[src/rtl/yc_adj_pkg.sv]
package yc_adj_pkg;
   typedef enum logic [1:0] {
      SEL_BRIGHT = 2'd0,
      SEL_CB     = 2'd1,
      SEL_CR     = 2'd2,
      SEL_NONE   = 2'd3
   } cfg_sel_e;

   localparam int unsigned NCHAN   = 3;
   localparam int unsigned CH_LUMA = 0;
   localparam int unsigned CH_CB   = 1;
   localparam int unsigned CH_CR   = 2;
endpackage

[src/rtl/yc_cfg_regs.sv]
module yc_cfg_regs #(
   parameter int unsigned CW = 8
) (
   input  logic          clk,
   input  logic          rst_n,
   input  logic          we,
   input  logic [1:0]    sel,
   input  logic [CW-1:0] wdata,
   output logic [CW-1:0] bri_code,
   output logic [CW-1:0] cb_code,
   output logic [CW-1:0] cr_code
);
   import yc_adj_pkg::*;

   localparam logic [CW-1:0] MID_CODE = CW'(1) << (CW - 1);

   cfg_sel_e sel_e;
   assign sel_e = cfg_sel_e'(sel);

   always_ff @(posedge clk or negedge rst_n) begin
      if (!rst_n) begin
         bri_code <= '0;
         cb_code  <= MID_CODE;
         cr_code  <= MID_CODE;
      end else if (we) begin
         case (sel_e)
            SEL_BRIGHT: bri_code <= wdata;
            SEL_CB:     cb_code  <= wdata;
            SEL_CR:     cr_code  <= wdata;
            default:    ;
         endcase
      end
   end
endmodule

[src/rtl/yc_offset_map.sv]
module yc_offset_map #(
   parameter int unsigned CW            = 8,
   parameter int unsigned OW            = 10,
   parameter bit          OFFSET_BINARY = 1'b0,
   parameter int unsigned MUL           = 60,
   parameter int unsigned SHIFT         = 7
) (
   input  logic [CW-1:0]        code,
   output logic signed [OW-1:0] ofs
);
   localparam int unsigned PW = CW + $clog2(MUL + 1) + 1;

   if (OW <= CW) begin : g_bad_ow
      $error("yc_offset_map: OW must exceed CW");
   end

   if (OFFSET_BINARY) begin : g_obin
      localparam logic [OW-1:0] MID = OW'(1) << (CW - 1);
      logic [OW-1:0] ext;
      assign ext = {{(OW - CW){1'b0}}, code};
      assign ofs = $signed(ext - MID);
   end else begin : g_scaled
      if (PW < OW) begin : g_bad_pw
         $error("yc_offset_map: product narrower than offset");
      end
      logic signed [PW-1:0] code_s;
      logic signed [PW-1:0] prod;
      logic signed [PW-1:0] shifted;
      assign code_s  = PW'($signed(code));
      assign prod    = code_s * $signed(PW'(MUL));
      assign shifted = prod >>> SHIFT;
      assign ofs     = shifted[OW-1:0];
   end
endmodule

[src/rtl/yc_sat_add.sv]
module yc_sat_add #(
   parameter int unsigned DW = 8,
   parameter int unsigned OW = 10
) (
   input  logic [DW-1:0]        smp,
   input  logic signed [OW-1:0] ofs,
   output logic [DW-1:0]        res
);
   localparam logic signed [OW-1:0] TOP = $signed(OW'((1 << DW) - 1));

   if (OW < DW + 2) begin : g_bad_ow
      $error("yc_sat_add: OW must be at least DW+2");
   end

   logic signed [OW-1:0] sum;
   assign sum = $signed({{(OW - DW){1'b0}}, smp}) + ofs;

   always_comb begin
      if (sum < 0)        res = '0;
      else if (sum > TOP) res = '1;
      else                res = sum[DW-1:0];
   end
endmodule

[src/rtl/yc_offset_adj.sv]
module yc_offset_adj #(
   parameter int unsigned DW         = 8,
   parameter int unsigned CW         = 8,
   parameter int unsigned SUM_W      = 10,
   parameter int unsigned LUMA_MUL   = 60,
   parameter int unsigned LUMA_SHIFT = 7
) (
   input  logic          clk,
   input  logic          rst_n,
   input  logic          cfg_we,
   input  logic [1:0]    cfg_sel,
   input  logic [CW-1:0] cfg_wdata,
   input  logic          in_valid,
   input  logic [DW-1:0] in_y,
   input  logic [DW-1:0] in_cb,
   input  logic [DW-1:0] in_cr,
   output logic          out_valid,
   output logic [DW-1:0] out_y,
   output logic [DW-1:0] out_cb,
   output logic [DW-1:0] out_cr
);
   import yc_adj_pkg::*;

   if (SUM_W < DW + 2 || SUM_W <= CW) begin : g_bad_sum
      $error("yc_offset_adj: SUM_W too narrow");
   end

   logic [CW-1:0] bri_code, cb_code, cr_code;

   yc_cfg_regs #(.CW(CW)) u_regs (
      .clk(clk), .rst_n(rst_n), .we(cfg_we), .sel(cfg_sel),
      .wdata(cfg_wdata), .bri_code(bri_code),
      .cb_code(cb_code), .cr_code(cr_code)
   );

   logic [DW-1:0]           smp_in [NCHAN];
   logic [CW-1:0]           code   [NCHAN];
   logic signed [SUM_W-1:0] ofs_c  [NCHAN];
   logic [DW-1:0]           s1_smp [NCHAN];
   logic signed [SUM_W-1:0] s1_ofs [NCHAN];
   logic [DW-1:0]           res    [NCHAN];
   logic [DW-1:0]           s2_res [NCHAN];
   logic                    s1_valid;

   assign smp_in[CH_LUMA] = in_y;
   assign smp_in[CH_CB]   = in_cb;
   assign smp_in[CH_CR]   = in_cr;
   assign code[CH_LUMA]   = bri_code;
   assign code[CH_CB]     = cb_code;
   assign code[CH_CR]     = cr_code;

   for (genvar ch = 0; ch < NCHAN; ch++) begin : g_chan
      yc_offset_map #(
         .CW(CW), .OW(SUM_W),
         .OFFSET_BINARY(ch != CH_LUMA),
         .MUL(LUMA_MUL), .SHIFT(LUMA_SHIFT)
      ) u_map (
         .code(code[ch]), .ofs(ofs_c[ch])
      );

      always_ff @(posedge clk or negedge rst_n) begin
         if (!rst_n) begin
            s1_smp[ch] <= '0;
            s1_ofs[ch] <= '0;
         end else if (in_valid) begin
            s1_smp[ch] <= smp_in[ch];
            s1_ofs[ch] <= ofs_c[ch];
         end
      end

      yc_sat_add #(.DW(DW), .OW(SUM_W)) u_add (
         .smp(s1_smp[ch]), .ofs(s1_ofs[ch]), .res(res[ch])
      );

      always_ff @(posedge clk or negedge rst_n) begin
         if (!rst_n)        s2_res[ch] <= '0;
         else if (s1_valid) s2_res[ch] <= res[ch];
      end
   end

   always_ff @(posedge clk or negedge rst_n) begin
      if (!rst_n) begin
         s1_valid  <= 1'b0;
         out_valid <= 1'b0;
      end else begin
         s1_valid  <= in_valid;
         out_valid <= s1_valid;
      end
   end

   assign out_y  = s2_res[CH_LUMA];
   assign out_cb = s2_res[CH_CB];
   assign out_cr = s2_res[CH_CR];
endmodule

[config.mk]
export PLATFORM = sky130hd
export DESIGN_NAME = yc_offset_adj
export DESIGN_NICKNAME = d
export VERILOG_FILES = /design/src/rtl/yc_adj_pkg.sv /design/src/rtl/yc_cfg_regs.sv /design/src/rtl/yc_offset_map.sv /design/src/rtl/yc_sat_add.sv /design/src/rtl/yc_offset_adj.sv
export SDC_FILE = /design/constraint.sdc
export NUM_CORES = 1
export LEC_CHECK = 0
export BUFFER_PORTS_ARGS = -buffer_cell sky130_fd_sc_hd__buf_2
export CAP_MARGIN = 20
export CORE_MARGIN = 3
export CORE_UTILIZATION = 55
export DETAILED_ROUTE_END_ITERATION = 12
export GPL_TIMING_DRIVEN = 1
export PLACE_DENSITY = 0.74
export SLEW_MARGIN = 20
export SYNTH_ARGS = -nofsm -noshare
export SYNTH_HDL_FRONTEND = slang
export SYNTH_HIERARCHICAL = 1
export SYNTH_SLANG_ARGS = --single-unit
[constraint.sdc]
create_clock -name clk -period 4.5 [get_ports clk]
set_input_delay 0.9 -clock clk [delete_from_list [all_inputs] [get_ports clk]]
set_output_delay 0.9 -clock clk [all_outputs]
set_load 0.02 [all_outputs]
======== Word-level counts from Yosys, hierarchy flattened ========
Index checks and enable logic that the tools add are counted.
Widths: inputs -> output; s select.
storage, ports and cells
  bits of input ports ..................... 38
  output and inout bits ................... 25
  register bits ........................... 102
  word-level logic and storage cells ...... 38
cells by class
  $lt $le $gt $ge ......................... 6
  multiplexer cells ....................... 6
  $add $sub $neg .......................... 5
  reduce and logical (&&, ||, !) cells .... 4
  eq/ne operators ......................... 2
  multiply operators ...................... 1
operator list
  kind                  count
  $mux 8                6
  $gt 10x9->1 const B   3
  $lt 10x1->1 const B   3
  $add 9x10->10         2
  $sub 8x8->9 const B   2
  $mul 8x5->13 const B  1
  $add 9x8->10          1
  $reduce_and 2->1      3
  $eq 2x1->1 const B    1
  $eq 2x2->1 const B    1
  $logic_not 2->1       1

======== Logic depth before layout (Yosys ltp) ========
  word-level depth ........................ 4
  gate-level depth with buffers ........... 13

======== By module ========
Netlist, hierarchy kept.
modules (own cells, without submodules)
  module                                cells an instance  area each (sq um)  instances
  yc_offset_adj                         167                3216.8             1
  yc_sat_add at g_chan[0].u_add ...     62                 495.5              2
  yc_offset_map at g_chan[0].u_map      105                919.6              1
  yc_cfg_regs                           51                 914.6              1
  yc_sat_add at g_chan[1].u_add         64                 509.2              1
  yc_offset_map at g_chan[1].u_map ...  10                 71.3               2

======== Least setup slack after synthesis ========
Ideal clock, no wire load.
  kind .................................... flip-flop to flip-flop
  start point ............................. register u_regs.bri_code[2]
  end point ............................... register s1_ofs[28] (netlist name)
  setup slack ............................. 1065 ps
  data arrival time ....................... 3310 ps
  clock period less this slack ............ 3435 ps
  stages on the path, launching flop included .. 13
  library setup time ...................... 125 ps
  cell sequence ........................... dfrtp_1 > ha_1 > fa_1 > inv_1 > fa_1 > inv_1 > ha_1 > or3_4 > o221ai_2 > o211a_1 > o211ai_1 > buf_4 > mux2_4
RTL lines
  item                    RTL line           source
  start, declared         yc_cfg_regs.sv:9   output logic [CW-1:0] bri_code,
  start signal, assigned  yc_cfg_regs.sv:27  SEL_BRIGHT: bri_code <= wdata;

==> out/qor.csv <==
stage,metric,value,unit
timing,final number of setup-violating endpoints,0,
worst_setup_path,crit start category,register,
final_layout,Finished Cell Area,7170,um2
status,status,completed,
drt,vias per inst,5.68,
synth,Synth Instances,531,
worst_setup_path,Reg2Reg Launch Point,u_regs/bri_code[2],
synth,Async SR Flop Fraction,1.00,
grt,pin count of the biggest net entering global routing,77,
die,floorplan core area,11700,um2
power,Worst VDD drop,0.335,mV
timing,unrepaired setup endpoints after global routing,false,
worst_setup_path,CP arrival,3.76,ns
final_layout,Final Util,0.615,
job,max-cap violation count,0,
timing,final hold slack,0.501,ns
final_layout,# diodes,0,
drt,met2 WL,5710,um
grt,vias in the first global route,4145,
drt,uppermost layer routed,met4,
worst_setup_path,"Data required, critical path",4.73,ns
drt,metal3 WL,378,um
synth,"Cell Area, Synth",6690,um2
cts,cts hold-fix bufs,0,
final_layout,Final nets,668,
worst_hold_path,worst hold path type,reg2reg,
timing,final-report hold violation count,0,
worst_setup_path,critical setup path kind,reg2reg,
die,DIE WIDTH,116,um
timing,fin crit period,3.53,ns
die,Die H,116,um
power,LEAKAGE,3.46,nW
timing,worst slew pin tran,1.03,ns
synth,count of cell types in the netlist,56,
synth,post-synthesis sequential area ratio,0.389,
cts,CTS tree,yes,
synth,synth warn,6,
cts,Post-CTS Setup Repair Bufs,0,
synth,top post-synthesis cells by area,"dfrtp_1 (38%), mux2_4 (11%), mux2_2 (8.7%)",
drt,WL/cell,16.4,um
cts,H-tree depth,3,
timing,maximum clock rate,0.283,GHz
worst_setup_path,worst-path maximum fanout,4,
drt,routed wire length,11800,um
place,hpwl dp,9050,um
grt,global-route wire length before repair,20200,um
final_layout,area delta synth->final,7.10,%
drt,"antenna viol nets, final",0,
grt,initial antenna violation count,0,
die,row cnt,39,
synth,syn nets,625,
place,PortBufs,62,
cts,largest buffer count on any clock path,2,
drt,M1 WL,5530,um
synth,share of the synthesized area in the top cell type,0.381,
place,global placer's final weighted congestion,0.836,
synth,post-synthesis register bit count,104,
grt,gr usage total,0.189,
timing,Rel. slew slack,0.313,
cts,worst-skew pair later-pin latency,0.35,ns
die,die area,13500,um2
timing,setup_tns,0,ns
cts,CTS Sinks,104,
timing,Clock Skew,0.0103,ns
grt,grt ovf,0,
power,Pwr Density,690,nW/um2
die,Starting Density,0.574,
worst_setup_path,Worst Setup SP,u_regs/bri_code[2],
drt,detailed-route via count,4104,
cts,number of CTS-inserted buffers,9,
final_layout,share of cells above drive strength 1,0.363,
cts,post-cts resize count,0,
die,# IOs,63,
drt,DRC,0,
timing,final period utilization,0.784,
drt,Starting DRT DRC Count,211,
synth,"area leader, netlist",dfrtp_1,
synth,Syn Area/Cell,12.6,um2
worst_setup_path,CP Capture Type,register,
cts,"CTS clk-pin slew, worst paths",0.07,ns
cts,CTS Root Cell,clkbuf_16,
synth,Post-synth EDFFs,0,
place,dpl cell area,6880,um2
timing,max-slew violations,0,
drt,drt first pass iters,4,
worst_hold_path,HP Start,out_cr[0],
synth,Main synth FF type,dfrtp_1,
state kept, by name, summed over array words and instances, names as in the netlist:
name	count
u_regs/cb_code	8
out_cr	8
s1_valid	1
s1_smp	24
out_valid	1
u_regs/cr_code	8
u_regs/bri_code	8
out_cb	8
s1_ofs	30
out_y	8
per-stage QoR:
stage               cells  power (mW)  worst slack [ns]
floorplan             531        3.73              1.07
global placement      706        4.09              1.07
detailed placement    706        4.20             0.962
CTS                   722        4.99             0.953
global route          722        5.36             0.796
finish                722        4.94             0.971
routing by layer:
layer  up-vias  GRT usage
met5         -          0
met2        53      0.309
met1      2055      0.252
met3        13     0.0415
met4         0     0.0634
li1       1983          -
cells in the final DEF, fill, tap and decap left out, types with 3 or more instances in the layout:
| master | synthesis | final |
|---|---|---|
| a211oi_1 | 3 | 3 |
| a21o_1 | 12 | 12 |
| a21oi_1 | 14 | 14 |
| a21oi_2 | 6 | 6 |
| a22oi_1 | 19 | 19 |
| and3_2 | 3 | 3 |
| buf_2 | 0 | 60 |
| buf_4 | 20 | 3 |
| clkbuf_16 | 0 | 9 |
| dfrtp_1 | 102 | 102 |
| fa_1 | 11 | 11 |
| ha_1 | 45 | 45 |
| inv_1 | 34 | 34 |
| mux2_2 | 52 | 52 |
| mux2_4 | 51 | 51 |
| mux2i_1 | 3 | 3 |
| nand2_1 | 12 | 12 |
| nand2b_1 | 8 | 8 |
| nand3_1 | 6 | 6 |
| nand3b_1 | 3 | 3 |
| nand4b_1 | 3 | 3 |
| nor2_1 | 14 | 14 |
| nor2b_1 | 5 | 5 |
| nor3_1 | 6 | 6 |
| o211ai_1 | 3 | 3 |
| o21a_1 | 11 | 11 |
| o21ai_0 | 5 | 5 |
| o21ai_1 | 4 | 4 |
| or2_1 | 3 | 3 |
| xnor2_1 | 17 | 17 |
| xor2_1 | 12 | 12 |
cells by family (layout without fill, tap and decap cells):
logic type	after synthesis	count (layout)	share of synthesized area
AOI/OAI and AO/OA	94	94	0.115
xor gates and xnor gates	29	29	0.0379
DFF	104	104	0.389
muxes	106	106	0.206
and+or+nand+nor	77	77	0.0679
buffers and inverters	65	113	0.0665
adders and majority gates	56	56	0.117
power by group:
| part | switching, mW | total (mW) | internal (mW) | leakage (nW) |
|---|---|---|---|---|
| Clock | 0.353 | 0.763 | 0.410 | 0.143 |
| Sequential | 0.186 | 1.39 | 1.20 | 1.24 |
| Combinational | 1.39 | 2.79 | 1.40 | 2.08 |
| Total | 1.93 | 4.94 | 3.01 | 3.46 |
cells in the mapped netlist (2+ instances only):
library cell / instances
a211oi_1: 3
a21o_1: 12
a21oi_1: 14
a21oi_2: 6
a21oi_4: 2
a22oi_1: 19
a311oi_1: 2
and2_1: 2
and3_2: 3
buf_12: 5
buf_4: 20
buf_6: 6
dfrtp_1: 102
dfstp_2: 2
fa_1: 11
ha_1: 45
inv_1: 34
mux2_2: 52
mux2_4: 51
mux2i_1: 3
nand2_1: 12
nand2b_1: 8
nand3_1: 6
nand3b_1: 3
nand3b_2: 2
nand4_1: 2
nand4b_1: 3
nor2_1: 14
nor2b_1: 5
nor3_1: 6
o211ai_1: 3
o21a_1: 11
o21ai_0: 5
o21ai_1: 4
o311ai_4: 2
or2_1: 3
or3_1: 2
xnor2_1: 17
xor2_1: 12
critical path: stages (launching register included):
cell and delay, ns:
dfrtp_1 0.42, ha_1 0.33, fa_1 0.50, inv_1 0.05, fa_1 0.51, inv_1 0.04, ha_1 0.24, or3_4 0.42
o221ai_2 0.24, o211a_1 0.24, o211ai_1 0.14, mux2_4 0.28
final timing paths:
path / end / cells after the start / slack (ns)
max: s1_ofs[27] / 11 / 0.97
min: out_cr[0] / 1 / 0.50
max reg2reg: s1_ofs[27] / 11 / 0.97
min reg2reg: out_cr[0] / 1 / 0.50
max in group asynchronous: s1_smp[20] / 2 / 2.87
min in group asynchronous: out_cb[0] / 1 / 0.68
cell type report:
type,count,area [um2]
Fill cell,941,4490
Timing Repair Buffer,63,323
Inverter,34,128
Multi-Input combinational cell,362,3640
Sequential cell,104,2610
Clock buffer,11,253
Clock inverter,5,38.8
Tap cell,143,179
(Power assumes the default switching activity.)
